--- src/rtl/canRxSlotFifoPkg.sv ---
package canRxSlotFifoPkg;
  // Slot index width carried in the strobe struct. It supports chains of up to 256 slots.
  localparam int unsigned IDX_MAX_W = 8;

  typedef struct packed {
    logic                 store;  // commit frameData into slot
    logic                 drop;   // frame discarded, all slots busy
    logic [IDX_MAX_W-1:0] slot;   // target slot of the store
  } slotStrobe_t;
endpackage

--- src/rtl/canRxSlotCtrl.sv ---
module canRxSlotCtrl
  import canRxSlotFifoPkg::*;
#(
  parameter int unsigned NUM_SLOTS = 16
) (
  input  logic                 clk,
  input  logic                 rstN,
  input  logic                 frameValid,
  input  logic                 clrValid,
  input  logic [NUM_SLOTS-1:0] clrMask,
  output logic [NUM_SLOTS-1:0] pending,
  output slotStrobe_t          strobe
);
  localparam int unsigned IDX_W = (NUM_SLOTS > 1) ? $clog2(NUM_SLOTS) : 1;

  logic [NUM_SLOTS-1:0] pendingQ, pendingD;
  logic [NUM_SLOTS-1:0] clrEff, freeVec, clrHit, setVec;
  logic [IDX_W-1:0]     freeIdx, clrIdx, selIdx;
  logic                 haveFree, haveClr, doStore;

  // Lowest free slot first. A slot released in this same cycle is used only when no other slot is free.
  always_comb begin
    clrEff   = clrValid ? clrMask : '0;
    freeVec  = ~pendingQ;
    clrHit   = pendingQ & clrEff;
    haveFree = |freeVec;
    haveClr  = |clrHit;
    freeIdx  = '0;
    clrIdx   = '0;
    for (int i = NUM_SLOTS - 1; i >= 0; i--) begin
      if (freeVec[i]) freeIdx = IDX_W'(i);
      if (clrHit[i])  clrIdx  = IDX_W'(i);
    end
    selIdx  = haveFree ? freeIdx : clrIdx;
    doStore = frameValid & (haveFree | haveClr);
    setVec  = doStore ? (NUM_SLOTS'(1) << selIdx) : '0;
    // store beats clear on the same slot
    pendingD = (pendingQ & ~clrEff) | setVec;

    strobe.store = doStore;
    strobe.drop  = frameValid & ~(haveFree | haveClr);
    strobe.slot  = IDX_MAX_W'(selIdx);
  end

  always_ff @(posedge clk or negedge rstN) begin
    if (!rstN) pendingQ <= '0;
    else       pendingQ <= pendingD;
  end

  assign pending = pendingQ;
endmodule

--- src/rtl/canRxSlotData.sv ---
module canRxSlotData
  import canRxSlotFifoPkg::*;
#(
  parameter int unsigned NUM_SLOTS = 16,
  parameter int unsigned DATA_W    = 32,
  parameter int unsigned SEQ_W     = 8,
  parameter int unsigned OVF_W     = 8
) (
  input  logic                 clk,
  input  logic                 rstN,
  input  slotStrobe_t          strobe,
  input  logic [DATA_W-1:0]    frameData,
  input  logic [((NUM_SLOTS > 1) ? $clog2(NUM_SLOTS) : 1)-1:0] rdSlot,
  output logic [DATA_W-1:0]    rdData,
  output logic [SEQ_W-1:0]     rdSeq,
  output logic                 msgLost,
  output logic [OVF_W-1:0]     ovfCount
);
  logic [DATA_W-1:0] slotData [NUM_SLOTS];
  logic [SEQ_W-1:0]  slotSeq  [NUM_SLOTS];
  logic [SEQ_W-1:0]  seqCnt;

  for (genvar g = 0; g < NUM_SLOTS; g++) begin : gSlot
    always_ff @(posedge clk or negedge rstN) begin
      if (!rstN) begin
        slotData[g] <= '0;
        slotSeq[g]  <= '0;
      end else if (strobe.store && strobe.slot == IDX_MAX_W'(g)) begin
        slotData[g] <= frameData;
        slotSeq[g]  <= seqCnt;
      end
    end
  end

  always_ff @(posedge clk or negedge rstN) begin
    if (!rstN) begin
      seqCnt   <= '0;
      msgLost  <= 1'b0;
      ovfCount <= '0;
    end else begin
      if (strobe.store) seqCnt <= seqCnt + 1'b1;
      if (strobe.drop) begin
        msgLost <= 1'b1;
        if (ovfCount != '1) ovfCount <= ovfCount + 1'b1;
      end
    end
  end

  assign rdData = slotData[rdSlot];
  assign rdSeq  = slotSeq[rdSlot];
endmodule

--- src/rtl/canRxSlotFifo.sv ---
module canRxSlotFifo
  import canRxSlotFifoPkg::*;
#(
  parameter int unsigned NUM_SLOTS = 16,
  parameter int unsigned DATA_W    = 32,
  parameter int unsigned SEQ_W     = 8,
  parameter int unsigned OVF_W     = 8,
  localparam int unsigned IDX_W    = (NUM_SLOTS > 1) ? $clog2(NUM_SLOTS) : 1
) (
  input  logic                 clk,
  input  logic                 rstN,
  input  logic                 frameValid,
  input  logic [DATA_W-1:0]    frameData,
  input  logic                 clrValid,
  input  logic [NUM_SLOTS-1:0] clrMask,
  input  logic [IDX_W-1:0]     rdSlot,
  output logic [DATA_W-1:0]    rdData,
  output logic [SEQ_W-1:0]     rdSeq,
  output logic [NUM_SLOTS-1:0] pending,
  output logic                 msgLost,
  output logic [OVF_W-1:0]     ovfCount
);
  slotStrobe_t strobe;

  canRxSlotCtrl #(.NUM_SLOTS(NUM_SLOTS)) ctrl_i (
    .clk(clk), .rstN(rstN), .frameValid(frameValid),
    .clrValid(clrValid), .clrMask(clrMask),
    .pending(pending), .strobe(strobe)
  );

  canRxSlotData #(.NUM_SLOTS(NUM_SLOTS), .DATA_W(DATA_W), .SEQ_W(SEQ_W), .OVF_W(OVF_W)) data_i (
    .clk(clk), .rstN(rstN), .strobe(strobe), .frameData(frameData),
    .rdSlot(rdSlot), .rdData(rdData), .rdSeq(rdSeq),
    .msgLost(msgLost), .ovfCount(ovfCount)
  );
endmodule

--- config.mk ---
export PLATFORM = sky130hd
export DESIGN_NAME = canRxSlotFifo
export DESIGN_NICKNAME = d
export VERILOG_FILES = /design/src/rtl/canRxSlotFifoPkg.sv /design/src/rtl/canRxSlotCtrl.sv /design/src/rtl/canRxSlotData.sv /design/src/rtl/canRxSlotFifo.sv
export SDC_FILE = /design/constraint.sdc
export NUM_CORES = 1
export LEC_CHECK = 0
export BUFFER_PORTS_ARGS = -buffer_cell sky130_fd_sc_hd__buf_4
export CORE_MARGIN = 1.5
export CORE_UTILIZATION = 55
export DETAILED_ROUTE_END_ITERATION = 6
export PLACE_DENSITY_LB_ADDON = 0.25
export SLEW_MARGIN = 20
export SYNTH_ARGS = -nofsm -noshare
export SYNTH_HDL_FRONTEND = slang
export SYNTH_SLANG_ARGS = --single-unit
--- constraint.sdc ---
create_clock -name clk -period 3.75 [get_ports clk]
set_input_delay 0.375 -clock clk [delete_from_list [all_inputs] [get_ports clk]]
set_output_delay 0.375 -clock clk [all_outputs]
set_load 0.005 [all_outputs]
==> results of run 1 <==
## kinds of logic (layout without fill, tap and decap cells)
logic type      count (synthesis)  after routing  synth area share [%]
buf+inv                       170            309                  2.34
mux                           842            842                  38.9
flops                         673            673                  55.1
simple gates                  114            114                  2.01
xor+xnor                       14             14                 0.401
fa+ha+maj                       2              2                0.0819
compound gates                 46             46                  1.16
other cells                     0              1                     0
## stage by stage
stage               worst slack, ns  utilization, %  std cells
CTS                           0.315            63.4       2747
global placement              0.352            59.0       2622
global route                 0.0965            63.5       2749
finish                        0.258            63.5       2749
detailed placement            0.312            59.0       2622
floorplan                     0.816               -       1861
## synthesized netlist by cell type, types with 4 or more instances
master / n
a21o_1: 8
nor2_1: 4
dfrtp_1: 673
mux2_4: 39
buf_2: 38
buf_1: 38
a22o_1: 5
mux4_2: 200
nand3_1: 6
a22oi_1: 4
mux2_1: 63
nand3b_1: 6
mux2_2: 540
inv_1: 5
a31oi_1: 5
nand2_1: 54
buf_6: 4
clkbuf_1: 85
o21ai_0: 6
nand4_1: 12
nor3_1: 4
and3_1: 4
xnor2_1: 12
## routing by layer
layer	vias to the layer above	global-route usage [%]
li1	7161	-
met1	9260	36.3
met2	362	40.1
met3	86	4.00
met4	2	6.18
met5	-	0
## sequential cells by signal, indices dropped and copies added, names as in the netlist
name and flops:
data_i.seqCnt 8, data_i.ovfCount 8, data_i.slotData 512, data_i.slotSeq 128, data_i.msgLost 1, ctrl_i.pending 16
## area by class of cell
cell class	count	area, sq um	share of cell area [%]
antenna	1	2.50	0.00717
clock buffer	111	2230	6.40
clock inverter	13	161	0.463
inverter	5	18.8	0.0538
multi-input combinational	1018	13100	37.4
sequential	673	16800	48.3
tap	748	936	2.68
timing repair buffer	180	1640	4.69
## power breakdown
group | leakage (nW) | switching [mW] | internal (mW)
logic | 6.41 | 1.44 | 2.09
clock network | 1.18 | 2.83 | 4.29
registers | 9.07 | 0.735 | 8.44
total | 16.7 | 5.01 | 14.8
## how the worst max path moves through the flow
stage | from | end | slack, ns | cells past startpoint
after floorplan | ctrl_i.pending[5] | data_i.slotData[64] | 0.82 | 10
after global placement | ctrl_i.pending[5] | data_i.slotData[82] | 0.35 | 8
after detailed placement | ctrl_i.pending[5] | data_i.slotData[78] | 0.31 | 8
after CTS | ctrl_i.pending[5] | data_i.slotData[78] | 0.32 | 8
after global routing | ctrl_i.pending[5] | data_i.slotData[81] | 0.1 | 9
final | ctrl_i.pending[5] | data_i.slotData[79] | 0.26 | 9
## worst max-delay path, delay by kind of cell, from the launching register on
| kind | cells | cell delay [ns] |
|---|---|---|
| DFF | 1 | 0.50 |
| muxes | 1 | 0.32 |
| AOI/OAI and AO/OA | 2 | 0.54 |
| buffers and inverters | 2 | 0.53 |
| and+or+nand+nor | 4 | 1.46 |
## cells in the final DEF (no fill, tap or decap), types with 4 or more instances in the layout
master and instances:
nand4_1 12, mux4_2 200, xnor2_1 12, nand3b_1 6
buf_4 155, o21ai_0 6, clkinv_2 6, a21o_1 8
nor2_1 4, and3_1 4, mux2_4 39, clkbuf_16 76
mux2_1 63, clkbuf_8 20, clkbuf_1 15, a22o_1 5
mux2_2 540, buf_12 21, a31oi_1 5, inv_1 5
a22oi_1 4, nand3_1 5, nand2_1 54, dfrtp_1 673
## timing repair
item | in CTS | in global routing
hold buffers | 1 | 0
hold endpoints to repair | 83 | 0
gates resized for setup | 0 | 0
==> flow_metrics.env, run 1 <==
export IMPL_hold_violations=0
export IMPL_cts_inserted_buffers=72
export IMPL_nets=2008
export IMPL_slowest_stage="or3b_4"
export IMPL_syn_cell_area_sq_um=30600
export IMPL_min_delay_start="clrMask[1]"
export IMPL_async_flop_share_pct=100
export IMPL_synthFlopType="dfrtp_1"
export IMPL_grt_pass1_vias=18252
export IMPL_clock_latency_ns=0.61
export IMPL_netlist_area_leader_share_pct=55.1
export IMPL_synthCells=1861
export IMPL_post_drt_wl_per_cell_um=24.7
export IMPL_worst_slew_pin_slew_ns=1.06
export IMPL_place_gp_congestion=0.822
export IMPL_synth_edff_count=0
export IMPL_htreeDepth=3
export IMPL_cts_path_max_buffers=3
export IMPL_required_ns=4.23
export IMPL_holdWs_ns=0.0564
export IMPL_highest_layer="met5"
export IMPL_end_kind="flip-flop"
export IMPL_ioPinCount=121
export IMPL_floorplan_initialDensity_pct=55.6
export IMPL_drcViolationCount=0
export IMPL_ys_seq_area_share_pct=55.1
export IMPL_cts_tree="done"
export IMPL_ir_drop_uv=398
export IMPL_vias=16871
export IMPL_syn_num_nets=1919
export IMPL_yosysTopAreaCell="dfrtp_1"
export IMPL_slew_violations=0
export IMPL_wl_met3_mm=3.21
export IMPL_drt_first_pass_iters=5
export IMPL_grt_pass1_wl_mm=109
export IMPL_ys_warn_count=0
export IMPL_synth_avg_cell_area_sq_um=16.4
export IMPL_cp_cell_sequence="nand4_1 > nor4_1 > nand2_1 > a41o_1 > o221ai_2 > buf_4 > or3b_4 > buf_12 > mux2_4"
export IMPL_setup_viol=0
export IMPL_rsz0062_at_grt="no"
export IMPL_holdPathEnd="ctrl_i.pending[1]"
export IMPL_fillers=3944
export IMPL_grt_max_degree=97
export IMPL_drive_above_1_share_pct=54.3
export IMPL_setup_tns_ns=0
export IMPL_postPlaceCellArea_sq_um=32500
export IMPL_synth_area_leaders="dfrtp_1 (55%), mux2_2 (20%), mux4_2 (15%), mux2_1 (2.3%), mux2_4 (1.9%)"
export IMPL_timing_rr_end="data_i.slotData[79]"
export IMPL_max_freq_mhz=286
export IMPL_antenna_found_initial=2
export IMPL_clkTransAtPathRegs_ns=0.06
export IMPL_critPathMaxStageDelay_ns=0.61
export IMPL_power_density_nw_per_um2=569
export IMPL_synth_cell_type_count=55
export IMPL_die_h_um=239
export IMPL_die_w_um=239
export IMPL_final_cell_area_sq_um=34900
export IMPL_r2r_setup_slack_ns=0.26
export IMPL_grtUsageTotal_pct=25.1
export IMPL_power_mw=19.8
export IMPL_cts_root_buf="clkbuf_16"
export IMPL_startpoint_type="flip-flop"
export IMPL_viasPerCell=6.14
export IMPL_slew_headroom_pct=29.3
export IMPL_post_cts_setup_buffers=0
export IMPL_rows=86
export IMPL_max_cap_viol_count=0
export IMPL_area_growth_pct=14.2
export IMPL_grt_ovfl_total=0
export IMPL_wl_met2_mm=32.8
export IMPL_finalCriticalPeriod_ns=3.49
export IMPL_cp_max_fo=22
export IMPL_arrival_ns=3.97
export IMPL_drtAntennaViolNets=0
export IMPL_outcome="completed"
export IMPL_dp_hpwl_mm=40.2
export IMPL_r2r_start="ctrl_i.pending[5]"
export IMPL_drt_iter0_drc=1103
export IMPL_core_area_sq_um=55000
export IMPL_r2r_worst_path_cells=9
export IMPL_ys_ff_latch=673
export IMPL_m1WireLength_mm=30.8
export IMPL_p_leak_nw=16.7
export IMPL_cts_sinks=673
export IMPL_post_route_period_util_pct=93.1
export IMPL_die_area_sq_um=57000
export IMPL_path_class="flip-flop to flip-flop"
export IMPL_min_path_type="input pin to flip-flop"
export IMPL_fin_skew_ns=0.0138
export IMPL_numPortBuffers=120
export IMPL_hold_depth=4
export IMPL_wirelength_mm=68.0
Note: power is estimated with default switching activity, not from simulation.
==> inputs of run 2 (changes only) <==
--- a/config.mk
+++ b/config.mk
@@ -9,6 +9,7 @@
 export CORE_MARGIN = 1.5
 export CORE_UTILIZATION = 55
 export DETAILED_ROUTE_END_ITERATION = 6
+export HOLD_SLACK_MARGIN = 0.1
 export PLACE_DENSITY_LB_ADDON = 0.25
 export SLEW_MARGIN = 20
 export SYNTH_ARGS = -nofsm -noshare
==> flow_metrics.env, run 2 (synthesis results as in run 1) <==
export IMPL_grt_max_degree=97
export IMPL_p_seq_share_pct=46.2
export IMPL_post_drt_wl_per_cell_um=24.6
export IMPL_wirelength_mm=68.1
export IMPL_cts_sinks=673
export IMPL_power_mw=19.9
export IMPL_htreeDepth=3
export IMPL_cts_path_max_buffers=3
export IMPL_power_density_nw_per_um2=566
export IMPL_slew_headroom_pct=29.3
export IMPL_cts_tree="done"
export IMPL_fin_skew_ns=0.0140
export IMPL_p_comb_share_pct=17.9
export IMPL_mostFrequentLayoutCells="dfrtp_1 (673), mux2_2 (540), mux4_2 (200), buf_4 (155), clkbuf_16 (76)"
export IMPL_vias=16955
export IMPL_nets=2032
export IMPL_ioPinCount=121
export IMPL_worst_slew_pin_slew_ns=1.06
export IMPL_rows=86
export IMPL_cp_top_family="simple AND/OR/NAND/NOR gates"
export IMPL_insertedDiodeCount=0
export IMPL_grt_ovfl_total=0
export IMPL_grtUsageTotal_pct=25.1
export IMPL_outcome="completed"
export IMPL_largest_reg_flops=512
export IMPL_multi_input_area_sq_um=13100
export IMPL_hold_buffers=25
export IMPL_core_area_sq_um=55000
export IMPL_critPathMaxStageDelay_ns=0.61
export IMPL_ir_drop_uv=394
export IMPL_antenna_found_initial=1
export IMPL_cp_max_fo=22
export IMPL_dp_hpwl_mm=40.2
export IMPL_p_sw_mw=5.02
export IMPL_fillers=3918
export IMPL_setup_slack_ns=0.291
export IMPL_drcViolationCount=0
export IMPL_slowest_stage="or3b_4"
export IMPL_drive_above_1_share_pct=53.7
export IMPL_slew_violations=0
export IMPL_end_kind="flip-flop"
export IMPL_r2r_setup_slack_ns=0.29
export IMPL_place_gp_congestion=0.822
export IMPL_clkPwrFrac_pct=35.9
export IMPL_cts_repair_resized=0
export IMPL_viasPerCell=6.12
export IMPL_r2r_worst_path_cells=9
export IMPL_max_cap_viol_count=0
export IMPL_final_util_pct=63.9
export IMPL_finalCriticalPeriod_ns=3.46
export IMPL_clock_latency_ns=0.60
export IMPL_startpoint_type="flip-flop"
export IMPL_grt_pass1_vias=18353
export IMPL_hold_violations=0
export IMPL_p_sw_share_pct=25.3
export IMPL_area_growth_pct=15.0
export IMPL_final_common_cell="dfrtp_1"
export IMPL_path_class="flip-flop to flip-flop"
export IMPL_cp_num_buf_inv=2
export IMPL_floorplan_initialDensity_pct=55.6
export IMPL_cp_cell_sequence="nand4_1 > nor4_1 > nand2_1 > a41o_1 > o221ai_2 > buf_4 > or3b_4 > buf_12 > mux2_4"
export IMPL_preCtsSetupSlack_ns=0.312
export IMPL_drt_first_pass_iters=5
export IMPL_die_w_um=239
export IMPL_post_route_period_util_pct=92.2
export IMPL_post_cts_setup_buffers=0
export IMPL_setup_viol=0
export IMPL_clkTransAtPathRegs_ns=0.06
export IMPL_die_area_sq_um=57000
export IMPL_p_leak_nw=16.8
export IMPL_numPortBuffers=120
export IMPL_rsz0062_at_grt="no"
export IMPL_required_ns=4.23
export IMPL_die_h_um=239
export IMPL_min_path_type="input pin to flip-flop"
export IMPL_arrival_ns=3.94
export IMPL_drtAntennaViolNets=0
export IMPL_cp_depth=9
export IMPL_drt_iter0_drc=1039
export IMPL_setup_tns_ns=0
export IMPL_largest_register="data_i.slotData"
export IMPL_max_freq_mhz=289
export IMPL_cts_root_buf="clkbuf_16"
export IMPL_grt_pass1_wl_mm=109
export IMPL_hold_depth=2
export IMPL_p_int_mw=14.8
export IMPL_ff_latch_area_sq_um=16800
export IMPL_cts_inserted_buffers=72
==> run 2: cell types whose count changed in the layout (fill, tap and decap cells not counted), sizes merged <==
cell | previous run | this run
diode | 1 | 0
dlygate4sd3 | 1 | 25
==> run 2: worst paths after layout <==
kind                                          start                    to
worst max-delay path              ctrl_i.pending[5]   data_i.slotData[79]
worst min-delay path                  frameData[22]  data_i.slotData[214]
worst max register to register    ctrl_i.pending[5]   data_i.slotData[79]
worst min register to register  data_i.slotData[42]   data_i.slotData[42]
max in group asynchronous                      rstN  data_i.slotData[510]
min in group asynchronous                      rstN  data_i.slotData[390]
==> run 2: worst register-to-register path, stage by stage, from the launching register on <==
cell and delay, ns:
dfrtp_1 0.50, nand4_1 0.22, nor4_1 0.44, nand2_1 0.15, a41o_1 0.25, o221ai_2 0.28, buf_4 0.25, or3b_4 0.61
buf_12 0.29, mux2_4 0.34
==> run 2: power groups by stage <==
stage	clock [mW]	sequential, mW	combinational [mW]
finish	7.13	9.18	3.56
global route	7.57	9.34	3.83
CTS	7.28	9.18	3.60
detailed placement	0	9.30	3.57
global placement	0	9.21	3.46
floorplan	0	8.95	2.59
==> run 2: per-layer routing <==
layer | vias up | global-route usage (%) | wire (um)
met4 | 2 | 6.00 | 1060
met2 | 328 | 40.4 | 33000
li1 | 7216 | - | -
met5 | - | 0 | 12
met3 | 88 | 3.85 | 2870
met1 | 9321 | 36.4 | 31100
==> run 2: per-stage QoR <==
step,instances,hold slack [ns],area (sq um)
floorplan,1861,0.0794,30600
global placement,2622,0.462,32500
detailed placement,2622,0.471,32500
CTS,2771,0.101,35100
global route,2772,0.133,35100
finish,2772,0.128,35100
==> run 2: final cells by class <==
class	instances	share of cell area, %
clock buffers	111	6.36
clock inverters	13	0.460
inverters	5	0.0534
multi-input cells	1018	37.2
flip-flops and latches	673	47.9
well taps	748	2.66
repair buffers	204	5.34
